<file path="config.mk">
export PLATFORM = sky130hd
export DESIGN_NAME = iow_snoop
export DESIGN_NICKNAME = d
export VERILOG_FILES = /design/src/rtl/iosnp_pkg.sv /design/src/rtl/snoop_chan.sv /design/src/rtl/snoop_regs.sv /design/src/rtl/iow_snoop.sv
export SDC_FILE = /design/constraint.sdc
export NUM_CORES = 1
export LEC_CHECK = 0
export BUFFER_PORTS_ARGS = -buffer_cell sky130_fd_sc_hd__buf_4
export CORE_MARGIN = 2
export CORE_UTILIZATION = 54
export DETAILED_ROUTE_END_ITERATION = 10
export PLACE_DENSITY = 0.94
export SKIP_LAST_GASP = 1
export SLEW_MARGIN = 10
export SYNTH_ARGS = -nofsm -noshare
export SYNTH_HDL_FRONTEND = slang
export SYNTH_SLANG_ARGS = --single-unit
</file>
<file path="constraint.sdc">
create_clock -name clk -period 3.1 [get_ports clk]
set_clock_uncertainty 0.2 [all_clocks]
set_input_delay 0.31 -clock clk [delete_from_list [all_inputs] [get_ports clk]]
set_output_delay 0.31 -clock clk [all_outputs]
set_load 0.005 [all_outputs]
</file>
<file path="src/rtl/iosnp_pkg.sv">
package iosnp_pkg;
    localparam int NUM_CH   = 2;
    localparam int REG_AW   = 8;
    localparam int REG_DW   = 32;
    localparam int DEN_BIT0 = 14;

    localparam logic [REG_AW-1:0] OFS_CTRL = 8'h00;
    localparam logic [REG_AW-1:0] OFS_STAT = 8'h04;
    localparam logic [REG_AW-1:0] OFS_PORT = 8'h10;
    localparam logic [REG_AW-1:0] OFS_DATA = 8'h14;
    localparam logic [REG_AW-1:0] OFS_DEN  = 8'h80;

    typedef enum logic [0:0] {
        CH_IDLE = 1'b0,
        CH_PEND = 1'b1
    } ch_state_e;
endpackage

</file>
<file path="src/rtl/snoop_chan.sv">
module snoop_chan
    import iosnp_pkg::*;
#(
    parameter int PORT_W = 16,
    parameter int DATA_W = 8
) (
    input  logic              clk,
    input  logic              rst_n,
    input  logic              host_wr,
    input  logic [PORT_W-1:0] host_addr,
    input  logic [DATA_W-1:0] host_data,
    input  logic              cap_en,
    input  logic [PORT_W-1:0] port_sel,
    input  logic              clr,
    output logic              pending,
    output logic [DATA_W-1:0] data_q
);
    ch_state_e state_q, state_d;
    logic      hit;

    assign hit = host_wr && cap_en && (host_addr == port_sel);

    always_ff @(posedge clk) begin
        if (!rst_n) state_q <= CH_IDLE;
        else        state_q <= state_d;
    end

    always_comb begin
        state_d = state_q;
        unique case (state_q)
            CH_IDLE: if (hit)         state_d = CH_PEND;
            CH_PEND: if (clr && !hit) state_d = CH_IDLE;
            default:                  state_d = CH_IDLE;
        endcase
    end

    always_ff @(posedge clk) begin
        if (!rst_n)   data_q <= '0;
        else if (hit) data_q <= host_data;
    end

    assign pending = (state_q == CH_PEND);

    // a hit leaves the channel pending
    p_capture_sets_r2: assert property (@(posedge clk) disable iff (!rst_n)
        hit |=> pending);
    // the byte captured is the one written
    p_data_follows_r7: assert property (@(posedge clk) disable iff (!rst_n)
        hit |=> (data_q == $past(host_data)));
    // a disabled channel keeps its byte
    p_disabled_hold_r3: assert property (@(posedge clk) disable iff (!rst_n)
        !cap_en |=> $stable(data_q));
    // a mismatched address keeps the byte
    p_mismatch_hold_r3: assert property (@(posedge clk) disable iff (!rst_n)
        (host_addr != port_sel) |=> $stable(data_q));
    // a clear without a hit returns to idle
    p_clear_r4: assert property (@(posedge clk) disable iff (!rst_n)
        (clr && !hit) |=> !pending);
    // a hit wins over a clear in the same cycle
    p_race_r8: assert property (@(posedge clk) disable iff (!rst_n)
        (clr && hit) |=> pending);
endmodule

</file>
<file path="src/rtl/snoop_regs.sv">
module snoop_regs
    import iosnp_pkg::*;
#(
    parameter int PORT_W = 16,
    parameter int DATA_W = 8
) (
    input  logic                     clk,
    input  logic                     rst_n,
    input  logic [REG_AW-1:0]        reg_addr,
    input  logic                     reg_we,
    input  logic [REG_DW-1:0]        reg_wdata,
    output logic [REG_DW-1:0]        reg_rdata,
    input  logic [NUM_CH-1:0]        ch_pend,
    input  logic [NUM_CH*DATA_W-1:0] ch_data,
    output logic [NUM_CH-1:0]        cap_en,
    output logic [NUM_CH-1:0]        irq_en,
    output logic [NUM_CH*PORT_W-1:0] port_sel,
    output logic [NUM_CH-1:0]        clr
);
    localparam int CTRL_W = 2 * NUM_CH;

    logic [CTRL_W-1:0]        ctrl_q;
    logic [NUM_CH-1:0]        den_q;
    logic [NUM_CH*PORT_W-1:0] port_q;
    logic                     known;

    assign known = (reg_addr == OFS_CTRL) || (reg_addr == OFS_STAT) ||
                   (reg_addr == OFS_PORT) || (reg_addr == OFS_DATA) ||
                   (reg_addr == OFS_DEN);

    always_ff @(posedge clk) begin
        if (!rst_n) begin
            ctrl_q <= '0;
            den_q  <= '0;
            port_q <= '0;
        end else if (reg_we) begin
            if (reg_addr == OFS_CTRL) ctrl_q <= reg_wdata[CTRL_W-1:0];
            if (reg_addr == OFS_DEN)  den_q  <= reg_wdata[DEN_BIT0 +: NUM_CH];
            if (reg_addr == OFS_PORT) port_q <= reg_wdata[NUM_CH*PORT_W-1:0];
        end
    end

    generate
        for (genvar c = 0; c < NUM_CH; c++) begin : g_en
            assign cap_en[c] = ctrl_q[2*c] & den_q[c];
            assign irq_en[c] = ctrl_q[2*c+1];
        end
    endgenerate

    assign port_sel = port_q;
    assign clr = (reg_we && reg_addr == OFS_STAT) ? reg_wdata[NUM_CH-1:0] : '0;

    always_comb begin
        unique case (reg_addr)
            OFS_CTRL: reg_rdata = REG_DW'(ctrl_q);
            OFS_STAT: reg_rdata = REG_DW'(ch_pend);
            OFS_PORT: reg_rdata = REG_DW'(port_q);
            OFS_DATA: reg_rdata = REG_DW'(ch_data);
            OFS_DEN:  reg_rdata = REG_DW'(den_q) << DEN_BIT0;
            default:  reg_rdata = '0;
        endcase
    end

    // writes to unlisted offsets change no register
    p_undef_write_r11: assert property (@(posedge clk) disable iff (!rst_n)
        (reg_we && !known) |=> ($stable(ctrl_q) && $stable(den_q) && $stable(port_q)));
    // unlisted offsets read zero
    p_undef_read_r11: assert property (@(posedge clk) disable iff (!rst_n)
        !known |-> (reg_rdata == '0));
    // a port write is visible on the next cycle
    p_port_write_r10: assert property (@(posedge clk) disable iff (!rst_n)
        (reg_we && reg_addr == OFS_PORT) |=> (port_sel == $past(reg_wdata[NUM_CH*PORT_W-1:0])));
endmodule

</file>
<file path="src/rtl/iow_snoop.sv">
module iow_snoop
    import iosnp_pkg::*;
#(
    parameter int PORT_W = 16,
    parameter int DATA_W = 8
) (
    input  logic              clk,
    input  logic              rst_n,
    input  logic              host_wr,
    input  logic [PORT_W-1:0] host_addr,
    input  logic [DATA_W-1:0] host_data,
    input  logic [REG_AW-1:0] reg_addr,
    input  logic              reg_we,
    input  logic [REG_DW-1:0] reg_wdata,
    output logic [REG_DW-1:0] reg_rdata,
    output logic              irq
);
    logic [NUM_CH-1:0]        pend;
    logic [NUM_CH*DATA_W-1:0] ch_data;
    logic [NUM_CH-1:0]        cap_en;
    logic [NUM_CH-1:0]        irq_en;
    logic [NUM_CH*PORT_W-1:0] port_sel;
    logic [NUM_CH-1:0]        clr;

    snoop_regs #(.PORT_W(PORT_W), .DATA_W(DATA_W)) u_regs (
        .clk      (clk),
        .rst_n    (rst_n),
        .reg_addr (reg_addr),
        .reg_we   (reg_we),
        .reg_wdata(reg_wdata),
        .reg_rdata(reg_rdata),
        .ch_pend  (pend),
        .ch_data  (ch_data),
        .cap_en   (cap_en),
        .irq_en   (irq_en),
        .port_sel (port_sel),
        .clr      (clr)
    );

    generate
        for (genvar c = 0; c < NUM_CH; c++) begin : g_ch
            snoop_chan #(.PORT_W(PORT_W), .DATA_W(DATA_W)) u_ch (
                .clk      (clk),
                .rst_n    (rst_n),
                .host_wr  (host_wr),
                .host_addr(host_addr),
                .host_data(host_data),
                .cap_en   (cap_en[c]),
                .port_sel (port_sel[c*PORT_W +: PORT_W]),
                .clr      (clr[c]),
                .pending  (pend[c]),
                .data_q   (ch_data[c*DATA_W +: DATA_W])
            );
        end
    endgenerate

    assign irq = |(pend & irq_en);

    // no pending channel, no interrupt
    p_irq_idle_r5: assert property (@(posedge clk) disable iff (!rst_n)
        (pend == '0) |-> !irq);
    // interrupt holds without a clear or control write
    p_irq_hold_r5: assert property (@(posedge clk) disable iff (!rst_n)
        (irq && clr == '0 && !(reg_we && reg_addr == OFS_CTRL)) |=> irq);
    // shared port captures into both channels
    p_shared_port_r9: assert property (@(posedge clk) disable iff (!rst_n)
        (host_wr && (&cap_en) && port_sel[PORT_W-1:0] == port_sel[2*PORT_W-1:PORT_W]
         && host_addr == port_sel[PORT_W-1:0]) |=> (&pend));
endmodule

</file>
After elaboration in Yosys (flattened, before gate mapping)
Cells that the tools add are included.

Input bits: 68. Register bits after elaboration: 56. Output and inout port bits: 33. Logic and storage cells: 40.

Bitwise logic cells: 5. Equality and inequality tests: 6. Reduce and logical (&&, ||, !) cells: 14. Mux-type cells: 8.

Operators with widths (number): $pmux 32 s5 (1); $eq 16x16->1 (2); $eq 8x5->1 const B (2); $eq 8x3->1 const B (1); $eq 8x8->1 const B (1); $logic_not 8->1 (1); $logic_and 1x1->1 (7); $reduce_and 2->1 (3); $mux 1 (4); $pmux 1 s2 (2); $and 1x1->1 (2); $and 2x2->2 (1); $logic_not 1->1 (2); $mux 2 (1); $not 1->1 (2); $reduce_or 2->1 (1).

Logic depth before layout (Yosys ltp)
Gate-level depths: netlist (run 1).

Word-level depth: 7. Mapped depth: 8. Depth with buffers taken out: 5.

Cells and area by module
A second synthesis (run 1) with hierarchy kept.

Cells, all modules: 350. Area, all modules: 3105.5 um^2.

Modules (own cells, without submodules): snoop_regs (instances 1, seq. area each 760.7 um^2, cells an instance 223, area each 1985.7 um^2); snoop_chan (instances 2, seq. area each 180.2 um^2, cells an instance 63, area each 555.5 um^2); iow_snoop (instances 1, seq. area each 0.0 um^2, cells an instance 1, area each 8.8 um^2).

Worst setup path before layout (run 1)
No wires, ideal clock.

Path kind: input-to-output. From: input port reg_addr[6]. To: output port reg_rdata[10]. Required time: 2.590 ns. Arrival: 1.690 ns. Stages: 5. Buffers on the path: 1. Path slack: 0.900 ns. Cells stage by stage: or4_4 > nor3_1 > and3_1 > buf_2 > a22o_1.

Cells in the longest elaborated chain, start to end: 2. Elaborated cells on any way between the ends: 6. Classes of those cells: eq/ne (4); mux (1); reduce/logical (1).

RTL lines: from (decl) (RTL line iow_snoop.sv:12) `input logic [REG_AW-1:0] reg_addr,`; $eq 8x8->1, or another cell as far along; $pmux 32 s5 (*) (RTL line snoop_regs.sv:54) `unique case (reg_addr)`; to (decl) (RTL line iow_snoop.sv:15) `output logic [REG_DW-1:0] reg_rdata,`.

Every way passes the cells marked *; elsewhere a longest branch is shown, timed or not.

Final worst setup path (run 1)
From: input port reg_addr[6]. To: output port reg_rdata[14].

The elaborated chain is that of the path after synthesis.

==> results of run 1 <==
critical path, cell delays in order:
cell and delay, ps:
buf_4 110, or4_4 560, nor3_1 390, and3_1 510
a22oi_1 160, nand2_1 100, buf_4 110
sequential cells by signal, summed over array words and instances, names as in the netlist:
register and flops:
u_regs.ctrl_q 4, g_ch.u_ch.data_q 16, u_regs.port_sel 32, g_ch.u_ch.pending 2, u_regs.den_q 2
where the power goes:
part           leakage (nW)  switching, W  internal, W  total, W
registers             0.451   0.000000668     0.000719  0.000720
logic                  1.04     0.0000673    0.0000702  0.000138
clock network        0.0552      0.000232     0.000240  0.000472
total                  1.55      0.000300      0.00103   0.00133
final timing paths:
| path | cells after the start | to | slack [ps] |
|---|---|---|---|
| setup / recovery | 7 | reg_rdata[14] | 340 |
| hold / removal | 3 | u_regs.port_sel[7] | 10 |
| setup reg to reg | 5 | g_ch[1].u_ch.data_q[3] | 920 |
| hold reg to reg | 2 | u_regs.port_sel[15] | 290 |
layout by cell type, fill, tap and decap left out, drive strengths merged, types with 8 or more instances in the layout:
cell / instances
buf: 105
dfxtp: 56
nand3: 54
o21ai: 48
nand2: 39
xor2: 26
and2: 21
a21oi: 18
nor2: 12
a22o: 11
nor4: 8
cell type report:
cell class	count	area share [%]
inverters	1	0.101
clock buffers	6	1.94
well taps	70	2.35
repair buffers	105	21.1
multi-input cells	271	43.6
flip-flops and latches	56	30.0
clock inverters	2	0.938
logic make-up (layout without fill, tap and decap cells):
| family | Yosys count | in the layout | synth area share, % |
|---|---|---|---|
| AND/OR/NAND/NOR | 148 | 148 | 26.8 |
| AO/OA/AOI/OAI | 83 | 83 | 16.5 |
| XOR/XNOR | 32 | 32 | 9.83 |
| multiplexers | 8 | 8 | 3.69 |
| buffers and inverters | 27 | 114 | 3.95 |
| flip-flops | 56 | 56 | 39.3 |
through the flow:
| stage | utilization [%] | worst slack [ps] | power, W |
|---|---|---|---|
| after global routing | 73.1 | 254 | 0.00137 |
| after detailed placement | 71.0 | 387 | 0.000870 |
| after floorplan | - | 900 | 0.000780 |
| final | 73.1 | 343 | 0.00133 |
| after CTS | 73.1 | 382 | 0.00133 |
| after global placement | 71.0 | 461 | 0.000869 |
per-layer routing:
metal	track usage, %	share of wire, %
met3	6.59	8.3
met5	0	0
met4	7.27	2.4
met1	37.4	40
met2	51.2	49
==> impl_metrics.toml, run 1 <==
[power]
worst_ir_drop_vdd_mv = 0.289
power_per_cell_area_mw_per_mm2 = 356
p_leak_nw = 1.55

[sta]
timing.setup.tns_ps = 0
setup_viol_count_final = 0
timing_max_transition_violations_final = 0
hold-worst-slack_ps = 12.7
grt_setup_unrepaired = "no"
final_period_minus_worst_setup_slack_ps = 2760
achievable-frequency_mhz = 363
relSlewSlack_pct = 49.9
finalCritPeriodShare_pct = 88.9
max_slew.worst_pin.slew_ps = 750
final_hold_viols = 0

[synth]
synth_most_common_cell = "dfxtp_1"
syn-mean-instance-area_sq_um = 8.06
ys_types = 30
synth-warning-count = 0
mappedNetlistArea_sq_mm = 0.00285
post_synth_main_area_contributors = "dfxtp_1 (39%), nand3_1 (9.5%), xor2_1 (8.0%)"
postSynthCellCount = 354
synthArstFlopShare_pct = 0
ys_seq_area_share_pct = 39.3
mappedNetlistNets = 422
synth_seq_cells = 56
postSynth.topFlopCell = "dfxtp_1"
synth.top_cells.by_count = "dfxtp_1 (56), nand3_1 (54), o21ai_0 (44)"
netlist.top_cell.by_area = "dfxtp_1"
netlist.area_leader.share_pct = 39.3
synth_enable_flop_cells = 0

[route]
detailed_route_wire_length_microns = 8910
drt_iter0_drc = 287
dr.pass1.iters = 5
detail_route.wl_per_cell_microns = 17.4
total_vias_in_the_final_route = 3031
drtAntennaViolNets = 0
avgViaCountPerCell = 5.93
drc = 0

[grt]
via_count_of_the_first_global_routing_pass = 2854
all_layer_global_routing_usage_pct = 29.6
grt_antenna_before_repair = 0
grt_overflow_total = 0
grt_max_degree = 66
grt_first_pass_wirelength_microns = 14000

[floorplanning]
dieHeight_microns = 76.7
core.rowCount = 26
die_width_microns = 76.7
die_area_sq_mm = 0.00588
fp.coreArea_sq_mm = 0.00511
effective_utilization_at_floorplan_pct = 55.8
floorplan.io_pins = 101

[cts]
sink_count = 56
cts.root.buffer_cell = "clkbuf_8"
cts.repair.resized = 0
clk_transition_reported_paths_ps = 100
clock_latency_ps = 310
post_cts_setup_repair_bufs = 0
max-clock-path-buffers = 2
holdBufCountCts = 0
htree_num_levels = 2
tritoncts = "built"
tritoncts.num_buffers = 5

[worst_setup_path]
startpoint_type = "input port"
kind_of_end_point_of_the_critical_path = "output pin"
critical_path_arrival_ps = 2250
crit_required_ps = 2590
reg2reg_from = "u_regs.port_sel[26]"
critical_path.max_fanout = 12
timing.critical_path.from = "reg_addr[6]"
setup.worst_path.class = "in -> out"

[place]
place.detailed.instances = 503
final_gp_congestion = 0.951
buffer_ports.inserted = 100
placedInstanceArea_sq_mm = 0.00363
hpwlAfterDp_microns = 6500

[final_layout]
fraction_of_final_layout_cells_sized_beyond_drive_strength_1_pct = 26.8
final_nets = 508
multi_input_comb_area_sq_mm = 0.00163
area_delta_synth_final_pct = 31.0
antenna_fix_cells = 0
post_layout_nonfiller_instances = 511
final-seq-area_sq_mm = 0.00112
finish.instance_area_sq_mm = 0.00373
fillerInstances = 370

[hold_path]
timing.hold.worst.start = "reg_wdata[7]"
hp-class = "in -> reg"

[run_status]
outcome = "complete, no violations"

[run]
max_cap_violations = 0
Note: power is estimated with default switching activity, not from simulation.
==> inputs of run 2 (changes only) <==
- RECOVER_POWER: unset -> 25
==> impl_metrics.toml, run 2 (same netlist as run 1, synthesis figures left out) <==
[grt]
via_count_of_the_first_global_routing_pass = 2854
all_layer_global_routing_usage_pct = 29.6
grt_antenna_before_repair = 0
grt_overflow_total = 0
grt_first_pass_wirelength_microns = 14000
grt_max_degree = 66

[final_layout]
largest_reg_flops = 32
area_delta_synth_final_pct = 29.4
final_nets = 508
antenna_fix_cells = 0
fillerInstances = 380
fraction_of_final_layout_cells_sized_beyond_drive_strength_1_pct = 25.4
multi_input_comb_area_sq_mm = 0.00159
final-seq-area_sq_mm = 0.00112
layout.cells.most_common = "buf_4"
final_cell_mix = "buf_4 (100), dfxtp_1 (56), nand3_1 (54)"
finish.instance_area_sq_mm = 0.00369

[route]
detail_route.wl_per_cell_microns = 17.4
drtAntennaViolNets = 0
avgViaCountPerCell = 5.96
drt_iter0_drc = 319
drc = 0
total_vias_in_the_final_route = 3047
detailed_route_wire_length_microns = 8900
dr.pass1.iters = 5

[cts]
sink_count = 56
htree_num_levels = 2
max-clock-path-buffers = 2
holdBufCountCts = 0
cts.repair.resized = 0
clk_transition_reported_paths_ps = 100
tritoncts = "built"
cts.root.buffer_cell = "clkbuf_8"
tritoncts.num_buffers = 5
post_cts_setup_repair_bufs = 0
clock_latency_ps = 300

[hold_path]
timing.hold.worst_path_depth = 3
timing.hold.worst.start = "reg_wdata[27]"
hp-class = "in -> reg"

[floorplanning]
dieHeight_microns = 76.7
core.rowCount = 26
die_width_microns = 76.7
die_area_sq_mm = 0.00588
floorplan.io_pins = 101
effective_utilization_at_floorplan_pct = 55.8
fp.coreArea_sq_mm = 0.00511

[worst_setup_path]
timing.critical_path.from = "reg_addr[6]"
crit_chain = "clkbuf_4 > or4_1 > nor4_1 > and2_0 > clkbuf_2 > nand3_1 > o21ai_0"
critical_path_arrival_ps = 2860
critical_path.max_fanout = 44
worst_r2r_path_depth = 5
critPathCapture = "u_regs.port_sel[13]"
crit_path_top_delay_cell = "nor4_1"
crit_required_ps = 3120
end_of_the_worst_register_to_register_path = "g_ch[1].u_ch.data_q[3]"
startpoint_type = "input port"
setup.reg_to_reg.worst_slack_ps = 920
critPathMaxStageDelay_ps = 640
reg2reg_from = "u_regs.port_sel[24]"
kind_of_end_point_of_the_critical_path = "flop"
setup.worst_path.class = "in -> reg"

[place]
placedInstanceArea_sq_mm = 0.00363
final_gp_congestion = 0.951
buffer_ports.inserted = 100
hpwlAfterDp_microns = 6500

[sta]
max_slew.worst_pin.slew_ps = 939
finalCritPeriodShare_pct = 91.7
achievable-frequency_mhz = 352
setup_viol_count_final = 0
final_period_minus_worst_setup_slack_ps = 2840
grt_setup_unrepaired = "no"
relSlewSlack_pct = 37.2
final_hold_viols = 0
timing.setup.tns_ps = 0
timing_max_transition_violations_final = 0

[run_status]
outcome = "complete, no violations"

[power]
totalPowerFinal_w = 0.00133
power_per_cell_area_mw_per_mm2 = 360
worst_ir_drop_vdd_mv = 0.284
p_leak_nw = 1.52

[run]
max_cap_violations = 0
run 2: cell types whose count changed in the layout (fill, tap and decap cells not counted), moves of 2 or more:
| cell | delta |
|---|---|
| buf_4 | -5 |
| clkbuf_1 | +2 |
| clkbuf_4 | +2 |
| o21ai_0 | +2 |
| o21ai_1 | -2 |
run 2: worst min path at each step:
| stage | endpoint |
|---|---|
| final | u_regs.port_sel[27] |
| after global routing | u_regs.port_sel[28] |
| after CTS | u_regs.port_sel[11] |
| after detailed placement | u_regs.port_sel[15] |
| after global placement | u_regs.port_sel[15] |
| after floorplan | u_regs.port_sel[10] |
run 2: per-stage QoR:
| step | setup WS [ps] | utilization (%) | std cells | hold WS (ps) |
|---|---|---|---|---|
| 6_report | 258 | 72.2 | 511 | 14.2 |
| 4_1_cts | 382 | 73.1 | 511 | 14.2 |
| 3_3_place_gp | 461 | 71.0 | 503 | 265 |
| 2_1_floorplan | 900 | - | 354 | 240 |
| 5_1_grt | 184 | 72.2 | 511 | 23.7 |
| 3_5_place_dp | 387 | 71.0 | 503 | 272 |
run 2: metal layers:
metal | track usage, % | wire, microns
met1 | 37.4 | 3550
met2 | 51.2 | 4420
met3 | 6.59 | 750
met4 | 7.27 | 186
met5 | 0 | 0
run 2: critical path, delay by kind of cell:
kind                   cells  cell delay, ps
AOI/OAI and AO/OA          1             140
buffers and inverters      2             700
and+or+nand+nor            4            1700
run 2: where the power goes:
group          switching (W)  total [W]  internal [W]
Sequential       0.000000667   0.000720      0.000719
Clock               0.000233   0.000474      0.000240
Combinational      0.0000655   0.000135     0.0000691
Total               0.000300    0.00133       0.00103
run 2: layout make-up:
| type | instances | area share [%] |
|---|---|---|
| multi-input cells | 271 | 43.1 |
| flip-flops and latches | 56 | 30.4 |
| repair buffers | 105 | 21.1 |
| well taps | 70 | 2.37 |
| clock buffers | 6 | 1.97 |
| clock inverters | 2 | 0.949 |
| inverters | 1 | 0.102 |
==> inputs of run 3 (changes only) <==
- CORE_ASPECT_RATIO: unset -> 1.1
- SKIP_LAST_GASP: 1 -> unset
==> impl_metrics.toml, run 3 (same netlist as run 1, synthesis figures left out) <==
[run_status]
outcome = "complete, no violations"

[cts]
sink_count = 56
cts.root.buffer_cell = "clkbuf_8"
tritoncts = "built"
holdBufCountCts = 0
clock_latency_ps = 310
htree_num_levels = 2
clk_transition_reported_paths_ps = 100
max-clock-path-buffers = 2
post_cts_setup_repair_bufs = 0
cts.repair.resized = 0
tritoncts.num_buffers = 5

[floorplanning]
fp.coreArea_sq_mm = 0.00503
floorplan.io_pins = 101
dieHeight_microns = 80.2
die_width_microns = 73.3
core.rowCount = 27
effective_utilization_at_floorplan_pct = 56.6
die_area_sq_mm = 0.00588

[worst_setup_path]
startpoint_type = "input port"
critical_path_arrival_ps = 2270
crit_chain = "clkbuf_4 > or4_1 > nor3_1 > and3_1 > a22oi_1 > nand2_1 > buf_4"
setup.worst_path.class = "in -> out"
setup.reg_to_reg.worst_slack_ps = 970
crit_path_top_delay_cell = "or4_1"
critical_path_buf_inv_count = 2
critical_path.max_fanout = 12
worst_path_dominant_cell_family = "simple AND/OR/NAND/NOR gates"
worst_r2r_path_depth = 5
reg2reg_from = "u_regs.port_sel[17]"
timing.critical_path.from = "reg_addr[6]"
crit_required_ps = 2590
end_of_the_worst_register_to_register_path = "g_ch[1].u_ch.data_q[7]"
critPathMaxStageDelay_ps = 580
kind_of_end_point_of_the_critical_path = "output pin"

[sta]
max_slew.worst_pin.slew_ps = 863
timing.setup.tns_ps = 0
final_hold_viols = 0
final_period_minus_worst_setup_slack_ps = 2780
achievable-frequency_mhz = 359
finalCritPeriodShare_pct = 89.8
setup_viol_count_final = 0
grt_setup_unrepaired = "no"
timing_max_transition_violations_final = 0
relSlewSlack_pct = 42.3

[final_layout]
final_nets = 508
area_delta_synth_final_pct = 28.5
largest_reg_flops = 32
antenna_fix_cells = 0
final_cell_mix = "buf_4 (100), dfxtp_1 (56), nand3_1 (54)"
post_layout_nonfiller_instances = 499
layout.cells.most_common = "buf_4"
fraction_of_final_layout_cells_sized_beyond_drive_strength_1_pct = 25.6

[route]
total_vias_in_the_final_route = 3005
avgViaCountPerCell = 6.02
drtAntennaViolNets = 0
dr.pass1.iters = 5
drt_iter0_drc = 382
drc = 0
detailed_route_wire_length_microns = 8610
detail_route.wl_per_cell_microns = 17.3

[grt]
grt_max_degree = 66
via_count_of_the_first_global_routing_pass = 2754
all_layer_global_routing_usage_pct = 28.6
grt_overflow_total = 0
grt_antenna_before_repair = 0
grt_first_pass_wirelength_microns = 13000

[place]
hpwlAfterDp_microns = 6440
place.detailed.instances = 491
buffer_ports.inserted = 100
final_gp_congestion = 0.951

[run]
max_cap_violations = 0

[power]
worst_ir_drop_vdd_mv = 0.328
totalPowerFinal_w = 0.00127
power_per_cell_area_mw_per_mm2 = 347
p_leak_nw = 1.51

[hold_path]
timing.hold.worst.start = "reg_wdata[8]"
hp-class = "in -> reg"
timing.hold.worst_path_depth = 3
timing.hold.worst_endpoint = "u_regs.port_sel[8]"
## run 3: cell count changes in the layout (fill, tap and decap cells not counted), sizes merged
cell and change:
clkinvlp +2, bufinv -1, clkinv -1
## run 3: through the flow
step                setup slack [ps]  hold WS [ps]  instance area (sq um)  util (%)
finish                           316          12.5                   3660      72.8
global route                     197          12.0                   3660      72.8
CTS                              360          14.0                   3710      73.7
detailed placement               361           273                   3610      71.8
global placement                 441           265                   3610      71.8
floorplan                        900           240                   2850         -
## run 3: cell type report
| cell class | instances | area (sq um) |
|---|---|---|
| fill | 392 | 1370 |
| clock buffer | 6 | 82.6 |
| timing repair buffer | 105 | 778 |
| clock inverter | 2 | 15.0 |
| sequential | 56 | 1120 |
| tap | 58 | 72.6 |
| multi-input combinational | 271 | 1590 |
| inverter | 1 | 3.75 |
## run 3: power breakdown
part / internal, W / switching (W) / total [W]
registers: 0.000719 / 0.000000690 / 0.000720
logic: 0.0000690 / 0.0000622 / 0.000131
clock network: 0.000182 / 0.000240 / 0.000421
## run 3: worst max-delay path by stage
stage                               endpoint  slack [ps]  depth (start not counted)
after floorplan                reg_rdata[10]         900                          5
after global placement         reg_rdata[14]         440                          7
after detailed placement       reg_rdata[14]         360                          7
after CTS                      reg_rdata[14]         360                          7
after global routing      u_regs.port_sel[4]         200                          7
final                          reg_rdata[14]         320                          7
## run 3: per-layer routing
layer | part of all wire [%] | track usage, % | wire [microns]
met5 | 0 | 0 | 0
met3 | 8.3 | 4.89 | 713
met1 | 39 | 34.5 | 3380
met2 | 50 | 49.5 | 4280
met4 | 2.8 | 11.7 | 241
## run 3: worst min-delay path, cell delays in order
cell	delay, ps
buf_4	80
nand3_1	50
o21ai_0	60
